**src/rtl/uft_pkg.sv**
```systemverilog
package uft_pkg;
   typedef enum logic [1:0] {
      SEL_FIFO_CTL = 2'b00,
      SEL_FEAT_CTL = 2'b01,
      SEL_ENH_FEAT = 2'b10,
      SEL_NONE     = 2'b11
   } cfg_sel_e;

   // FIFO control register image, MSB first
   typedef struct packed {
      logic [1:0] rx_fld;
      logic [1:0] tx_fld;
      logic       dma;
      logic       flush_pend;
      logic       rsv1;
      logic       en;
   } fifo_ctl_t;

   localparam int unsigned FEAT_TBL_LSB = 4;
   localparam int unsigned ENH_GATE_BIT = 4;
   localparam logic [1:0]  TBL_ALT      = 2'b01;
endpackage

```
**src/rtl/uft_regs.sv**
```systemverilog
module uft_regs
   import uft_pkg::*;
(
   input  logic       clk,
   input  logic       rst_n,
   input  logic       cfg_we,
   input  logic [1:0] cfg_sel,
   input  logic [7:0] cfg_wdata,
   output fifo_ctl_t  ctl_q,
   output logic [1:0] tbl_q,
   output logic       gate_q,
   output logic       tx_flush
);
   cfg_sel_e sel;
   logic     wr_ctl, wr_feat, wr_enh;

   assign sel     = cfg_sel_e'(cfg_sel);
   assign wr_ctl  = cfg_we && (sel == SEL_FIFO_CTL);
   assign wr_feat = cfg_we && (sel == SEL_FEAT_CTL);
   assign wr_enh  = cfg_we && (sel == SEL_ENH_FEAT);

   always_ff @(posedge clk or negedge rst_n) begin
      if (!rst_n) begin
         ctl_q  <= '0;
         tbl_q  <= 2'b00;
         gate_q <= 1'b0;
      end else begin
         ctl_q.flush_pend <= 1'b0;
         if (wr_ctl) begin
            ctl_q.rx_fld <= cfg_wdata[7:6];
            if (gate_q) begin
               ctl_q.tx_fld <= cfg_wdata[5:4];
            end
            ctl_q.dma        <= cfg_wdata[3];
            ctl_q.flush_pend <= cfg_wdata[2] & cfg_wdata[0];
            ctl_q.rsv1       <= cfg_wdata[1];
            ctl_q.en         <= cfg_wdata[0];
         end
         if (wr_feat) begin
            tbl_q <= cfg_wdata[FEAT_TBL_LSB +: 2];
         end
         if (wr_enh) begin
            gate_q <= cfg_wdata[ENH_GATE_BIT];
         end
      end
   end

   assign tx_flush = ctl_q.flush_pend;
endmodule

```
**src/rtl/uft_fifo.sv**
```systemverilog
module uft_fifo #(
   parameter int DW    = 8,
   parameter int DEPTH = 32,
   localparam int AW   = $clog2(DEPTH),
   localparam int CW   = AW + 1
) (
   input  logic          clk,
   input  logic          rst_n,
   input  logic          flush,
   input  logic          push,
   input  logic [DW-1:0] wdata,
   input  logic          pop,
   output logic [DW-1:0] rdata,
   output logic [CW-1:0] level,
   output logic          drop
);
   if ((1 << AW) != DEPTH) begin : g_pow2_chk
      $error("uft_fifo: DEPTH must be a power of two");
   end
   if (DW < 1) begin : g_dw_chk
      $error("uft_fifo: DW must be positive");
   end

   logic [DW-1:0] mem [DEPTH];
   logic [AW-1:0] wp, rp;
   logic [CW-1:0] cnt;
   logic          full, empty, do_push, do_pop;

   assign full    = (cnt == CW'(DEPTH));
   assign empty   = (cnt == '0);
   assign do_push = push && !full;
   assign do_pop  = pop && !empty;
   assign drop    = (push && full) || (pop && empty);

   always_ff @(posedge clk) begin
      if (do_push && !flush) begin
         mem[wp] <= wdata;
      end
   end

   always_ff @(posedge clk or negedge rst_n) begin
      if (!rst_n) begin
         wp  <= '0;
         rp  <= '0;
         cnt <= '0;
      end else if (flush) begin
         wp  <= '0;
         rp  <= '0;
         cnt <= '0;
      end else begin
         if (do_push) wp <= wp + AW'(1);
         if (do_pop)  rp <= rp + AW'(1);
         cnt <= cnt + CW'(do_push) - CW'(do_pop);
      end
   end

   assign rdata = mem[rp];
   assign level = cnt;
endmodule

```
**src/rtl/uft_trig_map.sv**
```systemverilog
module uft_trig_map
   import uft_pkg::*;
#(
   parameter int LW           = 6,
   parameter bit ALT_TABLE_EN = 1'b1
) (
   input  logic [1:0]    tbl,
   input  logic [1:0]    rx_fld,
   input  logic [1:0]    tx_fld,
   output logic [LW-1:0] rx_thr,
   output logic [LW-1:0] tx_thr
);
   if (LW < 5) begin : g_lw_chk
      $error("uft_trig_map: LW too narrow for threshold 30");
   end

   logic [LW-1:0] rx_a, rx_b, tx_b;

   always_comb begin
      unique case (rx_fld)
         2'd0:    rx_a = LW'(1);
         2'd1:    rx_a = LW'(4);
         2'd2:    rx_a = LW'(8);
         default: rx_a = LW'(14);
      endcase
      unique case (rx_fld)
         2'd0:    rx_b = LW'(8);
         2'd1:    rx_b = LW'(16);
         2'd2:    rx_b = LW'(24);
         default: rx_b = LW'(28);
      endcase
      unique case (tx_fld)
         2'd0:    tx_b = LW'(16);
         2'd1:    tx_b = LW'(8);
         2'd2:    tx_b = LW'(24);
         default: tx_b = LW'(30);
      endcase
   end

   if (ALT_TABLE_EN) begin : g_two_tables
      logic use_b;
      assign use_b  = (tbl == TBL_ALT);
      assign rx_thr = use_b ? rx_b : rx_a;
      assign tx_thr = use_b ? tx_b : LW'(1);
   end else begin : g_base_table
      logic [1:0]    unused_tbl;
      logic [LW-1:0] unused_b;
      assign unused_tbl = tbl;
      assign unused_b   = rx_b ^ tx_b;
      assign rx_thr     = rx_a;
      assign tx_thr     = LW'(1);
   end
endmodule

```
**src/rtl/uft_irq.sv**
```systemverilog
module uft_irq #(
   parameter int DEPTH = 32,
   parameter int CW    = 6
) (
   input  logic          clk,
   input  logic          rst_n,
   input  logic [CW-1:0] tx_cnt,
   input  logic [CW-1:0] rx_cnt,
   input  logic [CW-1:0] tx_thr,
   input  logic [CW-1:0] rx_thr,
   input  logic          host_push,
   input  logic          dma,
   output logic          tx_irq,
   output logic          rx_irq,
   output logic          tx_rdy_n,
   output logic          rx_rdy_n
);
   logic [CW-1:0] tx_prev;
   logic          tx_fall, tx_drain, rx_hit;

   assign tx_fall  = (tx_cnt < tx_thr) && (tx_prev >= tx_thr);
   assign tx_drain = (tx_cnt == '0) && (tx_prev != '0);
   assign rx_hit   = (rx_cnt >= rx_thr);

   always_ff @(posedge clk or negedge rst_n) begin
      if (!rst_n) begin
         tx_prev  <= '0;
         tx_irq   <= 1'b0;
         rx_irq   <= 1'b0;
         tx_rdy_n <= 1'b0;
         rx_rdy_n <= 1'b1;
      end else begin
         tx_prev <= tx_cnt;
         tx_irq  <= tx_fall | tx_drain | (tx_irq & ~host_push);
         rx_irq  <= rx_hit;
         if (dma) begin
            tx_rdy_n <= (tx_cnt == CW'(DEPTH));
            if (rx_hit) begin
               rx_rdy_n <= 1'b0;
            end else if (rx_cnt == '0) begin
               rx_rdy_n <= 1'b1;
            end
         end else begin
            tx_rdy_n <= (tx_cnt != '0);
            rx_rdy_n <= (rx_cnt == '0);
         end
      end
   end
endmodule

```
**src/rtl/uart_fifo_trig_ctrl.sv**
```systemverilog
module uart_fifo_trig_ctrl
   import uft_pkg::*;
#(
   parameter int DW           = 8,
   parameter int DEPTH        = 32,
   parameter bit ALT_TABLE_EN = 1'b1
) (
   input  logic                     clk,
   input  logic                     rst_n,
   input  logic                     cfg_we,
   input  logic [1:0]               cfg_sel,
   input  logic [7:0]               cfg_wdata,
   output logic [7:0]               ctl_rdata,
   input  logic                     tx_push,
   input  logic [DW-1:0]            tx_wdata,
   input  logic                     tx_pop,
   output logic [DW-1:0]            tx_rdata,
   output logic [$clog2(DEPTH):0]   tx_level,
   input  logic                     rx_push,
   input  logic [DW-1:0]            rx_wdata,
   input  logic                     rx_pop,
   output logic [DW-1:0]            rx_rdata,
   output logic [$clog2(DEPTH):0]   rx_level,
   output logic                     tx_irq,
   output logic                     rx_irq,
   output logic                     tx_rdy_n,
   output logic                     rx_rdy_n,
   output logic                     fifo_err
);
   localparam int CW = $clog2(DEPTH) + 1;

   if (DEPTH < 32) begin : g_depth_chk
      $error("uart_fifo_trig_ctrl: DEPTH must cover the largest threshold");
   end

   fifo_ctl_t     ctl_q;
   logic [1:0]    tbl_q;
   logic          enh_gate;
   logic          tx_flush;
   logic [CW-1:0] tx_thr_w, rx_thr_w;
   logic          tx_drop, rx_drop;
   logic          err_q;

   uft_regs u_regs (
      .clk       (clk),
      .rst_n     (rst_n),
      .cfg_we    (cfg_we),
      .cfg_sel   (cfg_sel),
      .cfg_wdata (cfg_wdata),
      .ctl_q     (ctl_q),
      .tbl_q     (tbl_q),
      .gate_q    (enh_gate),
      .tx_flush  (tx_flush)
   );

   uft_fifo #(.DW(DW), .DEPTH(DEPTH)) u_tx_fifo (
      .clk   (clk),
      .rst_n (rst_n),
      .flush (tx_flush),
      .push  (tx_push),
      .wdata (tx_wdata),
      .pop   (tx_pop),
      .rdata (tx_rdata),
      .level (tx_level),
      .drop  (tx_drop)
   );

   uft_fifo #(.DW(DW), .DEPTH(DEPTH)) u_rx_fifo (
      .clk   (clk),
      .rst_n (rst_n),
      .flush (1'b0),
      .push  (rx_push),
      .wdata (rx_wdata),
      .pop   (rx_pop),
      .rdata (rx_rdata),
      .level (rx_level),
      .drop  (rx_drop)
   );

   uft_trig_map #(.LW(CW), .ALT_TABLE_EN(ALT_TABLE_EN)) u_map (
      .tbl    (tbl_q),
      .rx_fld (ctl_q.rx_fld),
      .tx_fld (ctl_q.tx_fld),
      .rx_thr (rx_thr_w),
      .tx_thr (tx_thr_w)
   );

   uft_irq #(.DEPTH(DEPTH), .CW(CW)) u_irq (
      .clk       (clk),
      .rst_n     (rst_n),
      .tx_cnt    (tx_level),
      .rx_cnt    (rx_level),
      .tx_thr    (tx_thr_w),
      .rx_thr    (rx_thr_w),
      .host_push (tx_push),
      .dma       (ctl_q.dma),
      .tx_irq    (tx_irq),
      .rx_irq    (rx_irq),
      .tx_rdy_n  (tx_rdy_n),
      .rx_rdy_n  (rx_rdy_n)
   );

   always_ff @(posedge clk or negedge rst_n) begin
      if (!rst_n) begin
         err_q <= 1'b0;
      end else if (tx_drop || rx_drop) begin
         err_q <= 1'b1;
      end
   end

   assign fifo_err  = err_q;
   assign ctl_rdata = ctl_q;
endmodule

```
**config.mk**
```make
export PLATFORM = sky130hd
export DESIGN_NAME = uart_fifo_trig_ctrl
export DESIGN_NICKNAME = d
export VERILOG_FILES = /design/src/rtl/uft_pkg.sv /design/src/rtl/uft_regs.sv /design/src/rtl/uft_fifo.sv /design/src/rtl/uft_trig_map.sv /design/src/rtl/uft_irq.sv /design/src/rtl/uart_fifo_trig_ctrl.sv
export SDC_FILE = /design/constraint.sdc
export NUM_CORES = 1
export LEC_CHECK = 0
export ABC_AREA = 1
export BUFFER_PORTS_ARGS = -buffer_cell sky130_fd_sc_hd__buf_2
export CAP_MARGIN = 20
export CORE_ASPECT_RATIO = 0.9
export CORE_MARGIN = 1
export CORE_UTILIZATION = 60
export CTS_CLUSTER_SIZE = 25
export DETAILED_ROUTE_END_ITERATION = 8
export PLACE_DENSITY_LB_ADDON = 0.2
export SYNTH_ARGS = -nofsm -noshare
export SYNTH_HDL_FRONTEND = slang
export SYNTH_HIERARCHICAL = 1
export SYNTH_SLANG_ARGS = --single-unit
```
**constraint.sdc**
```tcl
create_clock -name clk -period 5 [get_ports clk]
set_input_delay 0.25 -clock clk [delete_from_list [all_inputs] [get_ports clk]]
set_output_delay 0.25 -clock clk [all_outputs]
set_load 0.01 [all_outputs]
```
* After elaboration in Yosys (flattened, before gate mapping)
Memory sizes are Yosys's and may differ from the RTL's.
Index checks and enable logic that the tools add are counted.
W data, S select, Z words.
** Operators by class
- Bitwise operators :: 5
- Multiplexer cells :: 19
- $lt $le $gt $ge :: 3
- Equal/unequal tests :: 10
- Add/subtract/negate cells :: 8
- Reductions and logical operators :: 32
** Operator list (number)
- $mux W5 :: 6
- $pmux W5 S3 :: 2
- $add A5 B1 Y5 const B :: 4
- $logic_and A1 B1 Y1 :: 14
- $add A6 B1 Y6 :: 2
- $eq A6 B6 Y1 const B :: 2
- $ge A6 B5 Y1 :: 2
- $logic_not A6 Y1 :: 2
- $pmux W4 S3 :: 1
- $reduce_bool A6 Y1 :: 2
- $sub A6 B1 Y6 :: 2
- $eq A2 B1 Y1 const B :: 4
- $mux W1 :: 8
- $eq A2 B2 Y1 const B :: 3
- $logic_not A2 Y1 :: 3
- $lt A6 B5 Y1 :: 1
- $mux W6 :: 1
- $logic_not A1 Y1 :: 5
- $reduce_bool A2 Y1 :: 2
- $logic_or A1 B1 Y1 :: 3
- $mux W3 :: 1
- $ne A3 B1 Y1 const B :: 1
- $and A1 B1 Y1 :: 2
- $or A1 B1 Y1 :: 2
- 2 further kinds :: 2
** Word-level totals
- Bits in writable memories :: 512
- Output and inout port bits :: 41
- Memories :: 2
- Bits of input ports :: 33
- Logic and storage cells :: 99
- Register bits :: 54
** Memory list
- u_rx_fifo.mem :: words 32, width 8, read ports 1, clocked after memory_dff 0, write ports 1, line uft_fifo.sv:24 : logic [DW-1:0] mem [DEPTH];
- u_tx_fifo.mem :: words 32, width 8, read ports 1, clocked after memory_dff 0, write ports 1, line uft_fifo.sv:24

* Longest topological paths before layout
Gate-level depths: netlist (run 1).
- Depth in word-level cells :: 7
- Gate-level depth with buffers :: 14
- Mapped depth without buffers :: 14

* Hierarchy
The synthesis (run 1) kept the hierarchy.
** By module, submodules not included
- uft_fifo :: area each 11895.2 sq um, cells each 1150, seq. area each 8087.8 sq um, instances 2
- uft_irq :: area each 814.5 sq um, cells each 111, seq. area each 251.5 sq um, instances 1
- uft_regs :: area each 471.7 sq um, cells each 51, seq. area each 275.3 sq um, instances 1
- uft_trig_map :: area each 125.1 sq um, cells each 26, seq. area each 0.0 sq um, instances 1
- uart_fifo_trig_ctrl :: area each 40.0 sq um, cells each 5, seq. area each 25.0 sq um, instances 1

* Worst setup path after synthesis (run 1)
No wires, ideal clock.
- Kind :: flip-flop to flip-flop
- Start point :: register u_tx_fifo.cnt[2] (netlist: u_tx_fifo/level[2])
- End point :: register u_tx_fifo.cnt[4] (netlist: u_tx_fifo/level[4])
- Library setup time :: 0.125 ns
- Slack :: 2.499 ns
- Buffers on the path :: 0
- Data required time :: 4.875 ns
- Data arrival time :: 2.376 ns
- Period minus slack after synthesis :: 2.501 ns
- Stages on the path, launching flop included :: 15
- Path through :: dfrtp_1 -> inv_1 -> ha_1 -> nand4_1 -> nand2_1 -> inv_1 -> ha_1 -> inv_1 -> ha_1 -> fa_1 -> nand2_1 -> nand2_1 -> a21oi_1 -> xor2_1 -> nor2_1
** On the way
- Word-level cells in the longest chain between the ends :: 6
- Elaborated cells between the ends (all ways) :: 9
- Those cells by class :: add/sub (2); eq/ne (1); mux (1); reduce/logical (5)
** Ends and longest elaborated chain
- start: declaration :: line uft_fifo.sv:26 : logic [CW-1:0] cnt;
- start signal: assignment :: line uft_fifo.sv:53 : cnt <= cnt + CW'(do_push) - CW'(do_pop);
- $eq A6 B6 Y1 :: line uft_fifo.sv:29 : assign full = (cnt == CW'(DEPTH));
- $logic_not A1 Y1 :: line uft_fifo.sv:31 : assign do_push = push && !full;
- $logic_and A1 B1 Y1 :: line uft_fifo.sv:31
- $add A6 B1 Y6 :: line uft_fifo.sv:53
- $sub A6 B1 Y6 * :: line uft_fifo.sv:53
- $mux W6 * :: line uft_fifo.sv:46 : end else if (flush) begin
Every way passes the cells marked *; elsewhere a longest branch is shown, timed or not.
A chain may end at the register's enable or synchronous reset.

* Worst setup path in the final report (run 1)
- Start point :: register u_rx_fifo.rp[0]
- End point :: output port rx_rdata[2]
** On the way
- Word-level cells in the longest chain between the ends :: 1
** Ends and longest elaborated chain
- start: declaration :: line uft_fifo.sv:25 : logic [AW-1:0] wp, rp;
- start signal: assignment :: line uft_fifo.sv:52 : if (do_pop) rp <= rp + AW'(1);
- $mem_v2 Z32 W8
- end: declaration :: line uart_fifo_trig_ctrl.sv:22 : output logic [DW-1:0] rx_rdata,
Every way passes these cells.

==> flow_metrics.env, run 1 <==
export IMPL_synth_warnings=6
export IMPL_worst_slew_pin_slew_ps=990.5
export IMPL_start_util=0.6145
export IMPL_ys_seq_elements=566
export IMPL_cp_slowest_cell="clkinv_2"
export IMPL_cts_setup_buffers=0
export IMPL_place_gp_congestion=0.8404
export IMPL_postLayoutCoreUtil=0.6799
export IMPL_cap_violations=0
export IMPL_clock_sinks=566
export IMPL_avgSynthCellArea_um2=10.13
export IMPL_arrival_ps=4070
export IMPL_die_h_um=196.6
export IMPL_setup_tns_ps=0
export IMPL_worst_setup_path_end_kind="output pin"
export IMPL_final_net_count=2634
export IMPL_multiInputGateArea_um2=6691
export IMPL_htreeDepth=2
export IMPL_finalCritPeriodShare=0.8641
export IMPL_register_area_um2=16740
export IMPL_grt_overflow_total=0
export IMPL_cp_start_kind="flip-flop"
export IMPL_cts_hold_buf=17
export IMPL_critical_path_class="reg2out"
export IMPL_grtUsageTotal=0.2842
export IMPL_cts_resized_gates=0
export IMPL_cp_max_fo=66
export IMPL_grt_max_degree=89
export IMPL_layout_drive_gt1_share=0.07426
export IMPL_cp_required_ps=4750
export IMPL_drt_pass1_iter_count=6
export IMPL_root_buffer="clkbuf_16"
export IMPL_p_total_mw=13.72
export IMPL_cpLargestDelayFamily="buffers and inverters"
export IMPL_fmax_ghz=0.2315
export IMPL_path_cells="clkinv_2 -> buf_4 -> nand2_1 -> nand3_1 -> nand3_1 -> nand3_1 -> nand2_1 -> nand2_1 -> inv_1 -> buf_2"
export IMPL_layout_min_cycle_time_ps=4320
export IMPL_total_leakage_power_nw=11.74
export IMPL_syn_area_um2=25240
export IMPL_slowest_delay_ps=870
export IMPL_slew_headroom=0.3387
export IMPL_finalNonFillerCells=3139
export IMPL_hold_path_class="in2reg"
export IMPL_setup_viol=0
export IMPL_drc=0
export IMPL_viasPerCell=5.632
export IMPL_cts_tree="yes"
export IMPL_wl_um=59870
export IMPL_antenna_cells=0
export IMPL_hold_violations=0
export IMPL_cts_buffer_depth=3
export IMPL_dp_cells=3019
export IMPL_ir_drop_mv=0.4644
export IMPL_clk_pin_slew_ps=70
export IMPL_die_w_um=218.2
export IMPL_syn_inst=2493
export IMPL_slew_violations=0
export IMPL_yosysSeqAreaShare=0.6627
export IMPL_placement_io_buffers=73
export IMPL_rows=70
export IMPL_clock_skew_ps=21.19
export IMPL_worst_path_buf_inv=4
export IMPL_wl_per_cell_um=19.07
export IMPL_worstSkewPairLatency_ps=600
export IMPL_rsz0062_at_grt="no"
export IMPL_antenna_found_initial=0
export IMPL_boundaryPins=74
export IMPL_fill_cells=3046
export IMPL_num_vias=17680
export IMPL_grt_pass1_wl_um=93170
export IMPL_status="finished, final reports clean"
export IMPL_ant_nets=0
export IMPL_power_density_nw_per_um2=491.1
export IMPL_grt_pass1_vias=16890
export IMPL_cts_buffers=55
export IMPL_dp_hpwl_um=35800
export IMPL_core_area_um2=41080
export IMPL_synthDistinctLibCells=35
export IMPL_design_die_area_um2=42900
export IMPL_layout_area_overhead_vs_synth_pct=10.65
export IMPL_drt_iter0_markers=1924
## final timing paths
path / end / slack (ps) / depth (start not counted) / start
worst max-delay path: rx_rdata[2] / 680 / 10 / u_rx_fifo/rp[0]
worst min-delay path: u_regs/ctl_q[5] / 40 / 4 / cfg_sel[1]
worst max register to register: u_tx_fifo/mem[25][3] / 1890 / 7 / u_tx_fifo/level[2]
worst min register to register: fifo_err / 470 / 2 / fifo_err
max in group asynchronous: u_rx_fifo/rp[0] / 4070 / 3 / rst_n
min in group asynchronous: fifo_err / 350 / 3 / rst_n
## per-layer routing
layer / GRT usage / part of all wire / vias to the layer above
met3: 0.05108 / 0.10 / 81
met2: 0.4257 / 0.45 / 879
met5: 0 / 0 / -
met4: 0.08288 / 0.021 / 0
met1: 0.4276 / 0.43 / 8443
li1: - / - / 8276
## layout make-up
| cell class | count | share of cell area |
|---|---|---|
| sequential | 566 | 0.5993 |
| multi-input combinational | 1477 | 0.2396 |
| clock inverter | 35 | 0.01420 |
| tap | 540 | 0.02419 |
| inverter | 352 | 0.04740 |
| clock buffer | 67 | 0.05313 |
| timing repair buffer | 102 | 0.02222 |
## flip-flops by register name (all words and copies together) (netlist names), 2 cells and up
register,cells
u_irq/tx_prev,6
u_regs/ctl_q,7
u_regs/tbl_q,2
u_rx_fifo/level,6
u_rx_fifo/mem,256
u_rx_fifo/rp,5
u_rx_fifo/wp,5
u_tx_fifo/level,6
u_tx_fifo/mem,256
u_tx_fifo/rp,5
u_tx_fifo/wp,5
## where the power goes
| part | total, mW | leakage, nW | switching, mW | internal, mW |
|---|---|---|---|---|
| sequential | 5.76 | 5.27 | 0.315 | 5.44 |
| clock | 4.31 | 0.926 | 1.74 | 2.57 |
| combinational | 3.65 | 5.54 | 2.55 | 1.10 |
## worst reg2reg max path, cell delays in order, from the launching register on
cell	delay, ps
dfrtp_1	540
inv_1	110
ha_1	230
nand4_1	130
nand2_2	150
nor2_1	340
nand2_1	400
nor2_1	800
## placed cells by master, fill, tap and decap left out, drive strengths merged
| master | count |
|---|---|
| a21o | 1 |
| nor3 | 9 |
| a21oi | 52 |
| nand4 | 12 |
| fa | 2 |
| dfstp | 1 |
| buf | 85 |
| or2 | 1 |
| o21ai | 28 |
| bufinv | 9 |
| nor3b | 2 |
| edfxtp | 512 |
| clkinvlp | 1 |
| a21boi | 1 |
| nand3 | 343 |
| xor2 | 2 |
| clkinv | 33 |
| inv | 344 |
| clkbuf | 67 |
| dlygate4sd3 | 17 |
| dfrtp | 53 |
| nand2 | 816 |
| o22ai | 2 |
| conb | 9 |
| nor2 | 134 |
| o211ai | 16 |
| ha | 45 |
| a31oi | 2 |
## cells in the mapped netlist, drive strengths merged
cell type	number	area [um^2]
nand2	816	3085
edfxtp	512	15370
inv	346	1299
nand3	343	1722
nor2	134	520.5
buf	87	460.5
dfrtp	53	1326
a21oi	52	264.0
ha	45	563.0
o21ai	28	140.1
clkbuf	18	67.56
o211ai	16	120.1
nand4	12	75.07
nor3	9	45.04
clkinv	6	22.52
a31oi	2	12.51
conb	2	7.510
fa	2	40.04
nor3b	2	15.01
o22ai	2	12.51
xor2	2	17.52
a21boi	1	11.26
a21o	1	7.510
dfstp	1	26.28
or2	1	6.260
## metrics by stage
stage	hold slack (ps)	instance area, um^2	setup WS [ps]
global route	30.57	27930	487.3
detailed placement	443.6	25870	1459
CTS	2.259	27920	775.2
finish	43.19	27930	679.7
floorplan	-45.59	25270	2499
global placement	436.4	25870	1478
## kinds of logic after synthesis
| family | after synthesis | share of synthesized area |
|---|---|---|
| simple gates | 1317 | 0.2167 |
| flops | 566 | 0.6627 |
| xor+xnor | 2 | 0.0006941 |
| fa+ha+maj | 47 | 0.02389 |
| compound gates | 102 | 0.02250 |
| buf+inv | 457 | 0.07326 |
| other cells | 2 | 0.0002975 |
Note: power is estimated with default switching activity, not from simulation.
==> run 2, diff against run 1 <==
--- a/config.mk
+++ b/config.mk
@@ -14,6 +14,7 @@
 export CTS_CLUSTER_SIZE = 25
 export DETAILED_ROUTE_END_ITERATION = 8
 export PLACE_DENSITY_LB_ADDON = 0.2
+export RECOVER_POWER = 100
 export SYNTH_ARGS = -nofsm -noshare
 export SYNTH_HDL_FRONTEND = slang
 export SYNTH_HIERARCHICAL = 1
==> run 2 against run 1 <==
Critical endpoint is now rx_rdata[0]. Die area unchanged. Highest routed layer unchanged. Final area down 0.35%. Wire length about the same. Final cell count unchanged. The run now ends with max-capacitance violations, max-slew violations left. Sequential share of layout area up 0.21 points. Non-clock buffer count unchanged. Core utilization down 0.24 points. Register-to-register slack worse by 110 ps. Fmax down 1.0%. Critical path type unchanged.
==> flow_metrics.env, run 2 (synthesized netlist as in run 1, its figures left out) <==
export IMPL_status="complete, but fails checks"
export IMPL_violations="max-capacitance violations, max-slew violations"
export IMPL_clk_pin_slew_ps=70
export IMPL_grt_pass1_wl_um=93170
export IMPL_switching_share=0.3363
export IMPL_worstSkewPairLatency_ps=600
export IMPL_setup_viol=0
export IMPL_die_w_um=218.2
export IMPL_post_dp_cell_area_um2=25870
export IMPL_fill_cells=3077
export IMPL_cap_violations=17
export IMPL_p_seq_frac=0.422
export IMPL_drt_iter0_markers=1876
export IMPL_switchingPower_mw=4.596
export IMPL_num_vias=17710
export IMPL_antenna_found_initial=0
export IMPL_layout_drive_gt1_share=0.05002
export IMPL_dp_worst_setup_slack_ps=1459
export IMPL_design_die_area_um2=42900
export IMPL_die_h_um=196.6
export IMPL_final_area_um2=27830
export IMPL_cts_setup_buffers=0
export IMPL_grt_pass1_vias=16890
export IMPL_hold_violations=0
export IMPL_placement_io_buffers=73
export IMPL_layout_min_cycle_time_ps=4365
export IMPL_cts_resized_gates=0
export IMPL_power_density_nw_per_um2=491.1
export IMPL_drt_pass1_iter_count=6
export IMPL_rsz0062_at_grt="no"
export IMPL_setup_tns_ps=0
export IMPL_root_buffer="clkbuf_16"
export IMPL_finalCritPeriodShare=0.8730
export IMPL_power_internal_mw=9.071
export IMPL_wl_per_cell_um=19.07
export IMPL_antenna_cells=0
export IMPL_worst_setup_path_end_kind="output pin"
export IMPL_postLayoutCoreUtil=0.6775
export IMPL_cts_buffer_depth=3
export IMPL_final_net_count=2634
export IMPL_cts_buffers=55
export IMPL_hold_path_class="in2reg"
export IMPL_arrival_ps=4110
export IMPL_total_leakage_power_nw=11.57
export IMPL_core_area_um2=41080
export IMPL_grtUsageTotal=0.2842
export IMPL_cp_max_fo=66
export IMPL_clock_skew_ps=22.81
export IMPL_ant_nets=0
export IMPL_critical_path_class="reg2out"
export IMPL_top_regs="u_rx_fifo/mem: 256 flops, u_tx_fifo/mem: 256 flops, u_regs/ctl_q: 7 flops"
export IMPL_layout_common_cells="nand2_1 (814), edfxtp_1 (512), nand3_1 (343)"
export IMPL_cp_start_kind="flip-flop"
export IMPL_boundaryPins=74
export IMPL_cp_required_ps=4750
export IMPL_slew_violations=550
export IMPL_drc=0
export IMPL_layout_area_overhead_vs_synth_pct=10.26
export IMPL_fmax_ghz=0.2291
export IMPL_rows=70
export IMPL_slew_headroom=-1.118
export IMPL_start_util=0.6145
export IMPL_p_total_mw=13.67
export IMPL_ir_drop_mv=0.4644
export IMPL_finalNonFillerCells=3139
export IMPL_setup_slack_ps=635.1
export IMPL_place_gp_congestion=0.8404
export IMPL_cts_tree="yes"
export IMPL_dp_cells=3019
export IMPL_htreeDepth=2
export IMPL_dp_hpwl_um=35800
export IMPL_hold_slack_ps=49.71
export IMPL_worst_slew_pin_slew_ps=3178
export IMPL_wl_um=59860
export IMPL_viasPerCell=5.641
export IMPL_power_frac_clock=0.314
export IMPL_final_common_cell="nand2_1"
export IMPL_clock_sinks=566
export IMPL_pwr_share_comb=0.264
export IMPL_grt_max_degree=89
export IMPL_grt_overflow_total=0
[run 2: cell types whose count changed in the layout (fill, tap and decap cells not counted), sizes merged]
cell	delta
buf	-56
clkbuf	+56
[run 2: path summary, 6_finish.rpt]
path	from	end	slack, ps	depth (start not counted)
hold reg to reg	fifo_err	fifo_err	470	2
max in group asynchronous	rst_n	u_rx_fifo/rp[0]	1420	3
setup reg to reg	u_tx_fifo/level[2]	u_tx_fifo/mem[25][2]	1780	7
min in group asynchronous	rst_n	u_irq/tx_prev[5]	1350	3
hold / removal	cfg_sel[1]	u_regs/ctl_q[5]	50	4
setup / recovery	u_rx_fifo/rp[0]	rx_rdata[0]	640	10
[run 2: area by class of cell]
type / instances / area [um^2] / area share
Inverter: 352 / 1324 / 0.04757
Timing Repair Buffer: 102 / 545.5 / 0.01960
Clock buffer: 67 / 1484 / 0.05332
Multi-Input combinational cell: 1477 / 6668 / 0.2396
Tap cell: 540 / 675.6 / 0.02428
Clock inverter: 35 / 396.6 / 0.01425
Sequential cell: 566 / 16740 / 0.6014
[run 2: repair_timing]
item / in CTS / in global routing
hold buffers: 17 / 0
setup endpoints to repair: 0 / 0
endpoints found under the hold margin: 65 / 0
[run 2: layer usage]
| metal | vias to the layer above | GRT usage | routed length, um | part of all wire |
|---|---|---|---|---|
| met1 | 8500 | 0.4276 | 25650 | 0.43 |
| li1 | 8275 | - | - | - |
| met4 | 0 | 0.08288 | 1285 | 0.021 |
| met2 | 854 | 0.4257 | 26700 | 0.45 |
| met5 | - | 0 | 0 | 0 |
| met3 | 79 | 0.05108 | 6228 | 0.10 |
[run 2: power by group through the flow]
stage                     combinational, mW  clock [mW]  sequential, mW
after global routing                   3.99        4.53            5.80
after CTS                              3.58        4.35            5.76
final                                  3.61        4.29            5.76
after floorplan                        2.50           0            5.71
after detailed placement               3.53           0            5.85
after global placement                 3.41           0            5.84
[run 2: worst max-delay path: stages (launching register included)]
cell,delay (ps)
dfrtp_4,830
clkinv_2,870
buf_4,630
nand2_1,140
nand3_1,160
nand3_1,190
nand3_1,160
nand2_1,130
nand2_1,90
inv_1,60
clkbuf_1,150
